### config.mk
export PLATFORM = sky130hd
export DESIGN_NAME = intc_presenter
export DESIGN_NICKNAME = d
export VERILOG_FILES = /design/src/rtl/ipr_pkg.sv /design/src/rtl/ipr_req_judge.sv /design/src/rtl/ipr_ipi_judge.sv /design/src/rtl/intc_presenter.sv
export SDC_FILE = /design/constraint.sdc
export NUM_CORES = 1
export LEC_CHECK = 0
export BUFFER_PORTS_ARGS = -buffer_cell sky130_fd_sc_hd__buf_2
export CORE_ASPECT_RATIO = 1.5
export CORE_MARGIN = 2
export CORE_UTILIZATION = 49
export CTS_BUF_LIST = sky130_fd_sc_hd__clkbuf_16
export DETAILED_ROUTE_END_ITERATION = 10
export PLACE_DENSITY = 0.83
export SETUP_SLACK_MARGIN = 0.3
export SLEW_MARGIN = 20
export SYNTH_ARGS = -nofsm -noshare
export SYNTH_HDL_FRONTEND = slang
export SYNTH_SLANG_ARGS = --single-unit
### constraint.sdc
create_clock -name clk -period 2.42 [get_ports clk]
set_clock_uncertainty 0.15 [all_clocks]
set_input_delay 0.242 -clock clk [delete_from_list [all_inputs] [get_ports clk]]
set_output_delay 0.242 -clock clk [all_outputs]
set_load 0.005 [all_outputs]
### src/rtl/ipr_pkg.sv
package ipr_pkg;
   typedef enum logic [2:0] {
      OP_NONE   = 3'd0,
      OP_ACCEPT = 3'd1,
      OP_POLL   = 3'd2,
      OP_EOI    = 3'd3,
      OP_SETCUR = 3'd4,
      OP_SETIPI = 3'd5
   } ipr_op_e;
endpackage

### src/rtl/ipr_req_judge.sv
// Decides whether an incoming external request may replace the pending one.
module ipr_req_judge #(
   parameter int PW = 8
) (
   input  logic [PW-1:0] cur_prio,
   input  logic          pend_valid,
   input  logic [PW-1:0] pend_prio,
   input  logic [PW-1:0] in_prio,
   output logic          take
);
   always_comb take = (in_prio < cur_prio) && !(pend_valid && (pend_prio <= in_prio));
endmodule

### src/rtl/ipr_ipi_judge.sv
// IPI check: the IPI is presented unless something at least as favoured waits.
module ipr_ipi_judge #(
   parameter int PW = 8
) (
   input  logic          pend_valid,
   input  logic [PW-1:0] pend_prio,
   input  logic [PW-1:0] ipi_prio,
   output logic          take
);
   always_comb take = !(pend_valid && (pend_prio <= ipi_prio));
endmodule

### src/rtl/intc_presenter.sv
module intc_presenter #(
   parameter int SW      = 24,
   parameter int PW      = 8,
   parameter int IPI_SRC = 2
) (
   input  logic             clk,
   input  logic             rst_n,
   input  logic             req_valid,
   input  logic [SW-1:0]    req_src,
   input  logic [PW-1:0]    req_prio,
   output logic             req_ready,
   input  logic             op_valid,
   input  logic [2:0]       op_code,
   input  logic [SW+PW-1:0] op_wdata,
   output logic             rd_valid,
   output logic [SW+PW-1:0] rd_word,
   output logic [PW-1:0]    rd_ipi,
   output logic             irq_out,
   output logic             rej_valid,
   output logic [SW-1:0]    rej_src,
   output logic             eoi_valid,
   output logic [SW-1:0]    eoi_src,
   output logic             resend
);
   import ipr_pkg::*;

   localparam int WW = SW + PW;
   localparam logic [PW-1:0] PRIO_NONE = {PW{1'b1}};
   localparam logic [SW-1:0] IPI_NUM   = SW'(IPI_SRC);

   generate
      if (IPI_SRC <= 0 || IPI_SRC >= (1 << SW)) begin : g_bad_ipi
         $error("IPI_SRC must be a nonzero source number that fits in SW bits");
      end
      if (PW < 2 || SW < 2) begin : g_bad_width
         $error("PW and SW must each be at least 2");
      end
   endgenerate

   // architectural state
   logic [PW-1:0] cur_q, pp_q, ipi_q;
   logic [SW-1:0] src_q;
   logic          ext_q, irq_q;
   logic [PW-1:0] n_cur, n_pp, n_ipi;
   logic [SW-1:0] n_src;
   logic          n_ext, n_irq;

   // output registers
   logic          n_rej_v, n_eoi_v, n_rs, n_rd_v;
   logic [SW-1:0] n_rej_src, n_eoi_src;
   logic [WW-1:0] n_rd_word;
   logic [PW-1:0] n_rd_ipi;

   logic          pend, req_take, ipi_take, resend_go;
   logic [PW-1:0] wr_cur, wr_ipi;
   ipr_op_e       op;

   assign pend      = (src_q != '0);
   assign wr_cur    = op_wdata[WW-1 -: PW];
   assign wr_ipi    = op_wdata[PW-1:0];
   assign op        = ipr_op_e'(op_code);
   assign req_ready = !op_valid;

   ipr_req_judge #(.PW(PW)) u_req (
      .cur_prio(cur_q), .pend_valid(pend), .pend_prio(pp_q),
      .in_prio(req_prio), .take(req_take));

   ipr_ipi_judge #(.PW(PW)) u_ipi (
      .pend_valid(pend), .pend_prio(pp_q), .ipi_prio(wr_ipi), .take(ipi_take));

   always_comb begin
      n_cur = cur_q;   n_src = src_q;   n_pp = pp_q;
      n_ipi = ipi_q;   n_ext = ext_q;   n_irq = irq_q;
      n_rej_v = 1'b0;  n_rej_src = src_q;
      n_eoi_v = 1'b0;  n_eoi_src = op_wdata[SW-1:0];
      n_rs = 1'b0;     n_rd_v = 1'b0;
      n_rd_word = {cur_q, src_q};
      n_rd_ipi  = ipi_q;
      resend_go = 1'b0;
      if (op_valid) begin
         unique case (op)
            OP_ACCEPT: begin
               n_rd_v = 1'b1;
               n_irq  = 1'b0;
               n_cur  = pp_q;
               n_src  = '0;
               n_pp   = PRIO_NONE;
               n_ext  = 1'b0;
            end
            OP_POLL: n_rd_v = 1'b1;
            OP_EOI: begin
               n_cur     = wr_cur;
               n_eoi_v   = 1'b1;
               resend_go = !pend;
            end
            OP_SETCUR: begin
               n_cur = wr_cur;
               if (wr_cur < cur_q) begin
                  if (pend && (wr_cur <= pp_q)) begin
                     n_rej_v = ext_q;
                     n_src   = '0;
                     n_pp    = PRIO_NONE;
                     n_irq   = 1'b0;
                     n_ext   = 1'b0;
                  end
               end else begin
                  resend_go = !pend;
               end
            end
            OP_SETIPI: begin
               n_ipi = wr_ipi;
               if ((wr_ipi < cur_q) && ipi_take) begin
                  n_rej_v = pend && ext_q;
                  n_src   = IPI_NUM;
                  n_pp    = wr_ipi;
                  n_ext   = 1'b0;
                  n_irq   = 1'b1;
               end
            end
            default: ;
         endcase
      end else if (req_valid) begin
         if (!req_take) begin
            n_rej_v   = 1'b1;
            n_rej_src = req_src;
         end else begin
            n_rej_v = pend && ext_q;
            n_src   = req_src;
            n_pp    = req_prio;
            n_ext   = 1'b1;
            n_irq   = 1'b1;
         end
      end
      // resend step: nothing is pending here, so the IPI always wins if favoured enough
      if (resend_go) begin
         n_rs = 1'b1;
         if (ipi_q < n_cur) begin
            n_src = IPI_NUM;
            n_pp  = ipi_q;
            n_ext = 1'b0;
            n_irq = 1'b1;
         end
      end
   end

   always_ff @(posedge clk or negedge rst_n) begin
      if (!rst_n) begin
         cur_q     <= '0;
         src_q     <= '0;
         pp_q      <= PRIO_NONE;
         ipi_q     <= PRIO_NONE;
         ext_q     <= 1'b0;
         irq_q     <= 1'b0;
         rej_valid <= 1'b0;
         rej_src   <= '0;
         eoi_valid <= 1'b0;
         eoi_src   <= '0;
         resend    <= 1'b0;
         rd_valid  <= 1'b0;
         rd_word   <= '0;
         rd_ipi    <= PRIO_NONE;
      end else begin
         cur_q     <= n_cur;
         src_q     <= n_src;
         pp_q      <= n_pp;
         ipi_q     <= n_ipi;
         ext_q     <= n_ext;
         irq_q     <= n_irq;
         rej_valid <= n_rej_v;
         rej_src   <= n_rej_src;
         eoi_valid <= n_eoi_v;
         eoi_src   <= n_eoi_src;
         resend    <= n_rs;
         rd_valid  <= n_rd_v;
         if (n_rd_v) begin
            rd_word <= n_rd_word;
            rd_ipi  <= n_rd_ipi;
         end
      end
   end

   assign irq_out = irq_q;
endmodule

==> run summary <==
The count of input and output buffers works out to 164. The fraction of layout instances using a drive strength above 1 was 0.4815; the data arrival time of the critical path was 3.10 ns. Setup repair after global routing could not meet its margin everywhere. The tools report the total via count in the routed design as 7638.

The logs give 0.5001 for the effective utilization at floorplan and 0 for the global route total overflow. The worst-case IR drop observed on VDD is 0.4503 mV. The logs give -0.55 ns for the setup slack of the worst register-to-register path and 142 for the TritonCTS sink count. The startpoint of the lowest-slack register-to-register path was src_q[4]. After routing the design area is 11530 µm². TritonCTS built the clock tree. The fraction of power consumed by sequential logic is 0.323, and the overall die height is 152.8 µm. The net count of the finished layout is 1217. The switching power of the nets is 3.959 mW, and the count of synthesis-stage warnings from yosys is 0. Path type of the worst min-delay path: in -> reg. The global placement routability congestion is 0.9627. The count of different cell masters after synthesis was 57. In the post-synthesis netlist, the biggest area contributors are sky130_fd_sc_hd__dfrtp_1 (41%), sky130_fd_sc_hd__ha_1 (9.0%), sky130_fd_sc_hd__dfstp_2 (8.7%).

The proportion of total power due to net switching was 0.3671; the fraction of registers with async set or reset after synthesis was 1.000. The worst register-to-register path has a depth of 11. The final worst setup slack was -0.5519 ns.

The synthesized design contains 0 enable-type register cells. The clock share of power is 0.250, and the total power density per cell area is 935.3 nW/µm². The number of max-slew violations in the final report is 0, and the number of remaining DRC errors is 0. The biggest area contributor in the post-synthesis netlist is sky130_fd_sc_hd__dfrtp_1. The flow ran to the end, but the final reports show violations. The share of the yosys chip area belonging to registers came out at 0.4956. The power after layout was 10.79 mW; the die width was 103.2 µm.

The initial antenna violation count is 0. The timing-limited maximum frequency came out at 336.5 MHz. After floorplanning, the core was sized to cover 14460 µm². The via count of the first global-routing pass came out at 7648. The H-tree was split into 4 levels. The smallest hold slack was 0.05874 ns; the buffer depth of the longest clock path was 2. At the later pin of the worst-skew pair, clock insertion delay measures 0.43 ns. The maximum fanout encountered on the critical timing path was 6. The tools report the post-synth net total as 837.

The final reports fail on setup timing. The share of total power in combinational logic is 0.427. Once detail routing completed, the nets flagged for antenna violations numbered 0. The hold-critical path depth is 3. The final period utilization is 1.228. OpenSTA, run right after detailed placement, puts the worst setup slack at -0.5140 ns. The worst hold path terminates at eoi_src[3].

The tools report the worst slew margin relative to its limit as 0.5855. The clock-pin slew reported for the worst setup and hold paths after clock tree synthesis was 0.07 ns; the number of hold violations in the final report was 0. The clock period minus final worst setup slack is 2.972 ns. The run gives 60 as the setup-violating endpoint count in the final report. The area growth from synthesis to layout is 59.47%. The critical path is of the reg -> reg type. The most instantiated flip-flop cell in the synthesis netlist is sky130_fd_sc_hd__dfrtp_1. After synthesis the netlist holds a flip-flop and latch count of 142. In this run the core area contains 54 standard-cell rows. The most frequently used cell type in the post-synthesis netlist was sky130_fd_sc_hd__nand2_1.

For the antenna cell count, the log shows 0. The capturing element type of the critical path is a flip-flop. Max-cap violations in this run came to 0.

After detailed routing, the number of vias per cell comes to 5.862. During I/O placement, the number of pins put on the boundary was 165. In this run the cell area measured after placement is 9196 µm². The tools report the origin of the worst min-delay path as op_wdata[3]. The analysis attributes to cell leakage a power of 5.475 nW. The share of Yosys cell area claimed by the top area cell type is 0.4084, and the initial detailed-routing violation count is 614.

Detailed placement ended at an HPWL of 16380 µm. Sorting the synthesized cells by how often they occur yields sky130_fd_sc_hd__nand2_1 (140), sky130_fd_sc_hd__dfrtp_1 (118), sky130_fd_sc_hd__a21oi_1 (78). The die covers 15760 µm². Entering global routing, the biggest net connects 61 pins. The number of clock buffers inserted by TritonCTS was 17. The worst register-to-register path ends at src_q[9]. The synthesized netlist occupies a cell area of 7231 µm².

The worst setup path is launched from a flip-flop. The required time at the worst-slack endpoint is 2.55 ns. The internal portion of the total power is 6.826 mW. The first global-routing pass estimated 40720 µm of wire. After filler insertion, the fill cell instance count of the layout stands at 849. Cell at the root of the clock tree: sky130_fd_sc_hd__clkbuf_16.

The wire length reported by the detailed router is 29000 µm. Synthesis produced 714 cells. Dividing the detail-routed wire length by the instance count gives 22.26 µm. For the pin with the worst max-slew slack, the measured transition is 0.6218 ns. The run gives 7 as the first-pass iteration count of the detailed router.

The total routing resource utilization after global routing was 0.3429. Averaged over all synthesized cells, the footprint is 10.13 µm².
-- layer usage --
| layer | GRT usage | up-vias | wire, µm | share of wire |
|---|---|---|---|---|
| met2 | 0.5928 | 469 | 14800 | 0.51 |
| met5 | 0 | - | 0 | 0 |
| met3 | 0.06284 | 159 | 1956 | 0.067 |
| met1 | 0.3790 | 3722 | 10030 | 0.35 |
| li1 | - | 3288 | - | - |
| met4 | 0.2086 | 0 | 2204 | 0.076 |
-- stage by stage --
stage	util	TNS, ns	cells
2_1_floorplan	-	0	714
3_3_place_gp	0.6360	-13.47	1163
3_5_place_dp	0.6360	-14.95	1163
4_1_cts	0.7557	-11.43	1283
5_1_grt	0.7975	-25.19	1303
6_report	0.7975	-21.32	1303
-- worst max-delay path, cell delays in order (launching register included) --
cell,delay [ns]
sky130_fd_sc_hd__dfrtp_1,0.41
sky130_fd_sc_hd__nor4_1,0.53
sky130_fd_sc_hd__nand2_1,0.17
sky130_fd_sc_hd__buf_4,0.21
sky130_fd_sc_hd__nor2_4,0.15
sky130_fd_sc_hd__buf_4,0.19
sky130_fd_sc_hd__o31a_1,0.28
sky130_fd_sc_hd__o31ai_4,0.11
sky130_fd_sc_hd__buf_4,0.16
sky130_fd_sc_hd__clkbuf_16,0.16
sky130_fd_sc_hd__a21oi_2,0.22
sky130_fd_sc_hd__a21oi_2,0.06
-- flip-flops by register name, indices dropped and copies added (netlist names) --
name,flops
rd_ipi,8
ipi_q,8
resend,1
rej_src,24
src_q,24
rd_valid,1
rd_word,32
eoi_src,24
irq_out,1
ext_q,1
cur_q,8
eoi_valid,1
pp_q,8
rej_valid,1
-- repair_timing --
action | CTS | global route
pin swaps | 23 | 45
resized for setup | 57 | 93
endpoints found under the setup margin | 60 | 61
buffers inserted | 30 | 17
hold buffers | 53 | 0
gates cloned | 5 | 3
hold endpoints to repair | 104 | 0
-- power by group through the flow --
stage / logic (mW) / registers, mW / clock network, mW
6_report: 4.61 / 3.48 / 2.69
2_1_floorplan: 1.60 / 3.49 / 0
5_1_grt: 4.92 / 3.53 / 2.80
3_3_place_gp: 3.13 / 3.45 / 0
4_1_cts: 3.79 / 3.44 / 2.68
3_5_place_dp: 3.23 / 3.47 / 0
-- placed cells by master, fill, tap and decap left out, types with 24 or more instances in the layout --
| master | n |
|---|---|
| sky130_fd_sc_hd__mux2_2 | 25 |
| sky130_fd_sc_hd__dfstp_2 | 24 |
| sky130_fd_sc_hd__a21oi_1 | 32 |
| sky130_fd_sc_hd__mux2i_1 | 26 |
| sky130_fd_sc_hd__inv_1 | 34 |
| sky130_fd_sc_hd__ha_1 | 39 |
| sky130_fd_sc_hd__o21ai_0 | 26 |
| sky130_fd_sc_hd__nand2_1 | 130 |
| sky130_fd_sc_hd__buf_4 | 136 |
| sky130_fd_sc_hd__a21oi_2 | 41 |
| sky130_fd_sc_hd__dfrtp_1 | 118 |
| sky130_fd_sc_hd__dlygate4sd3_1 | 53 |
| sky130_fd_sc_hd__buf_2 | 164 |
-- layout make-up --
type	instances	area [µm²]	share of cell area
Multi-Input combinational cell	503	4068	0.3528
Sequential cell	142	3583	0.3108
Timing Repair Buffer	387	2879	0.2497
Clock buffer	17	425.4	0.03689
Tap cell	196	245.2	0.02127
Clock inverter	15	168.9	0.01465
Inverter	43	161.4	0.01400
-- how the worst max path moves through the flow --
stage	from	endpoint	slack, ns	depth (start not counted)
floorplan	op_code[0]	pp_q[0]	0.004	13
global placement	op_code[1]	pp_q[6]	-0.48	12
detailed placement	op_code[1]	pp_q[6]	-0.51	12
CTS	pp_q[6]	src_q[15]	-0.25	11
global route	src_q[4]	src_q[9]	-0.57	11
finish	src_q[4]	src_q[9]	-0.55	11
-- logic make-up after synthesis --
family | Yosys count | synth area share
buffers and inverters | 73 | 0.04499
multiplexers | 57 | 0.08323
XOR/XNOR | 1 | 0.001212
AO/OA/AOI/OAI | 180 | 0.1557
flip-flops | 142 | 0.4956
AND/OR/NAND/NOR | 209 | 0.1293
adder cells (fa/ha/maj) | 52 | 0.08998
Note: power is estimated with default switching activity, not from simulation.
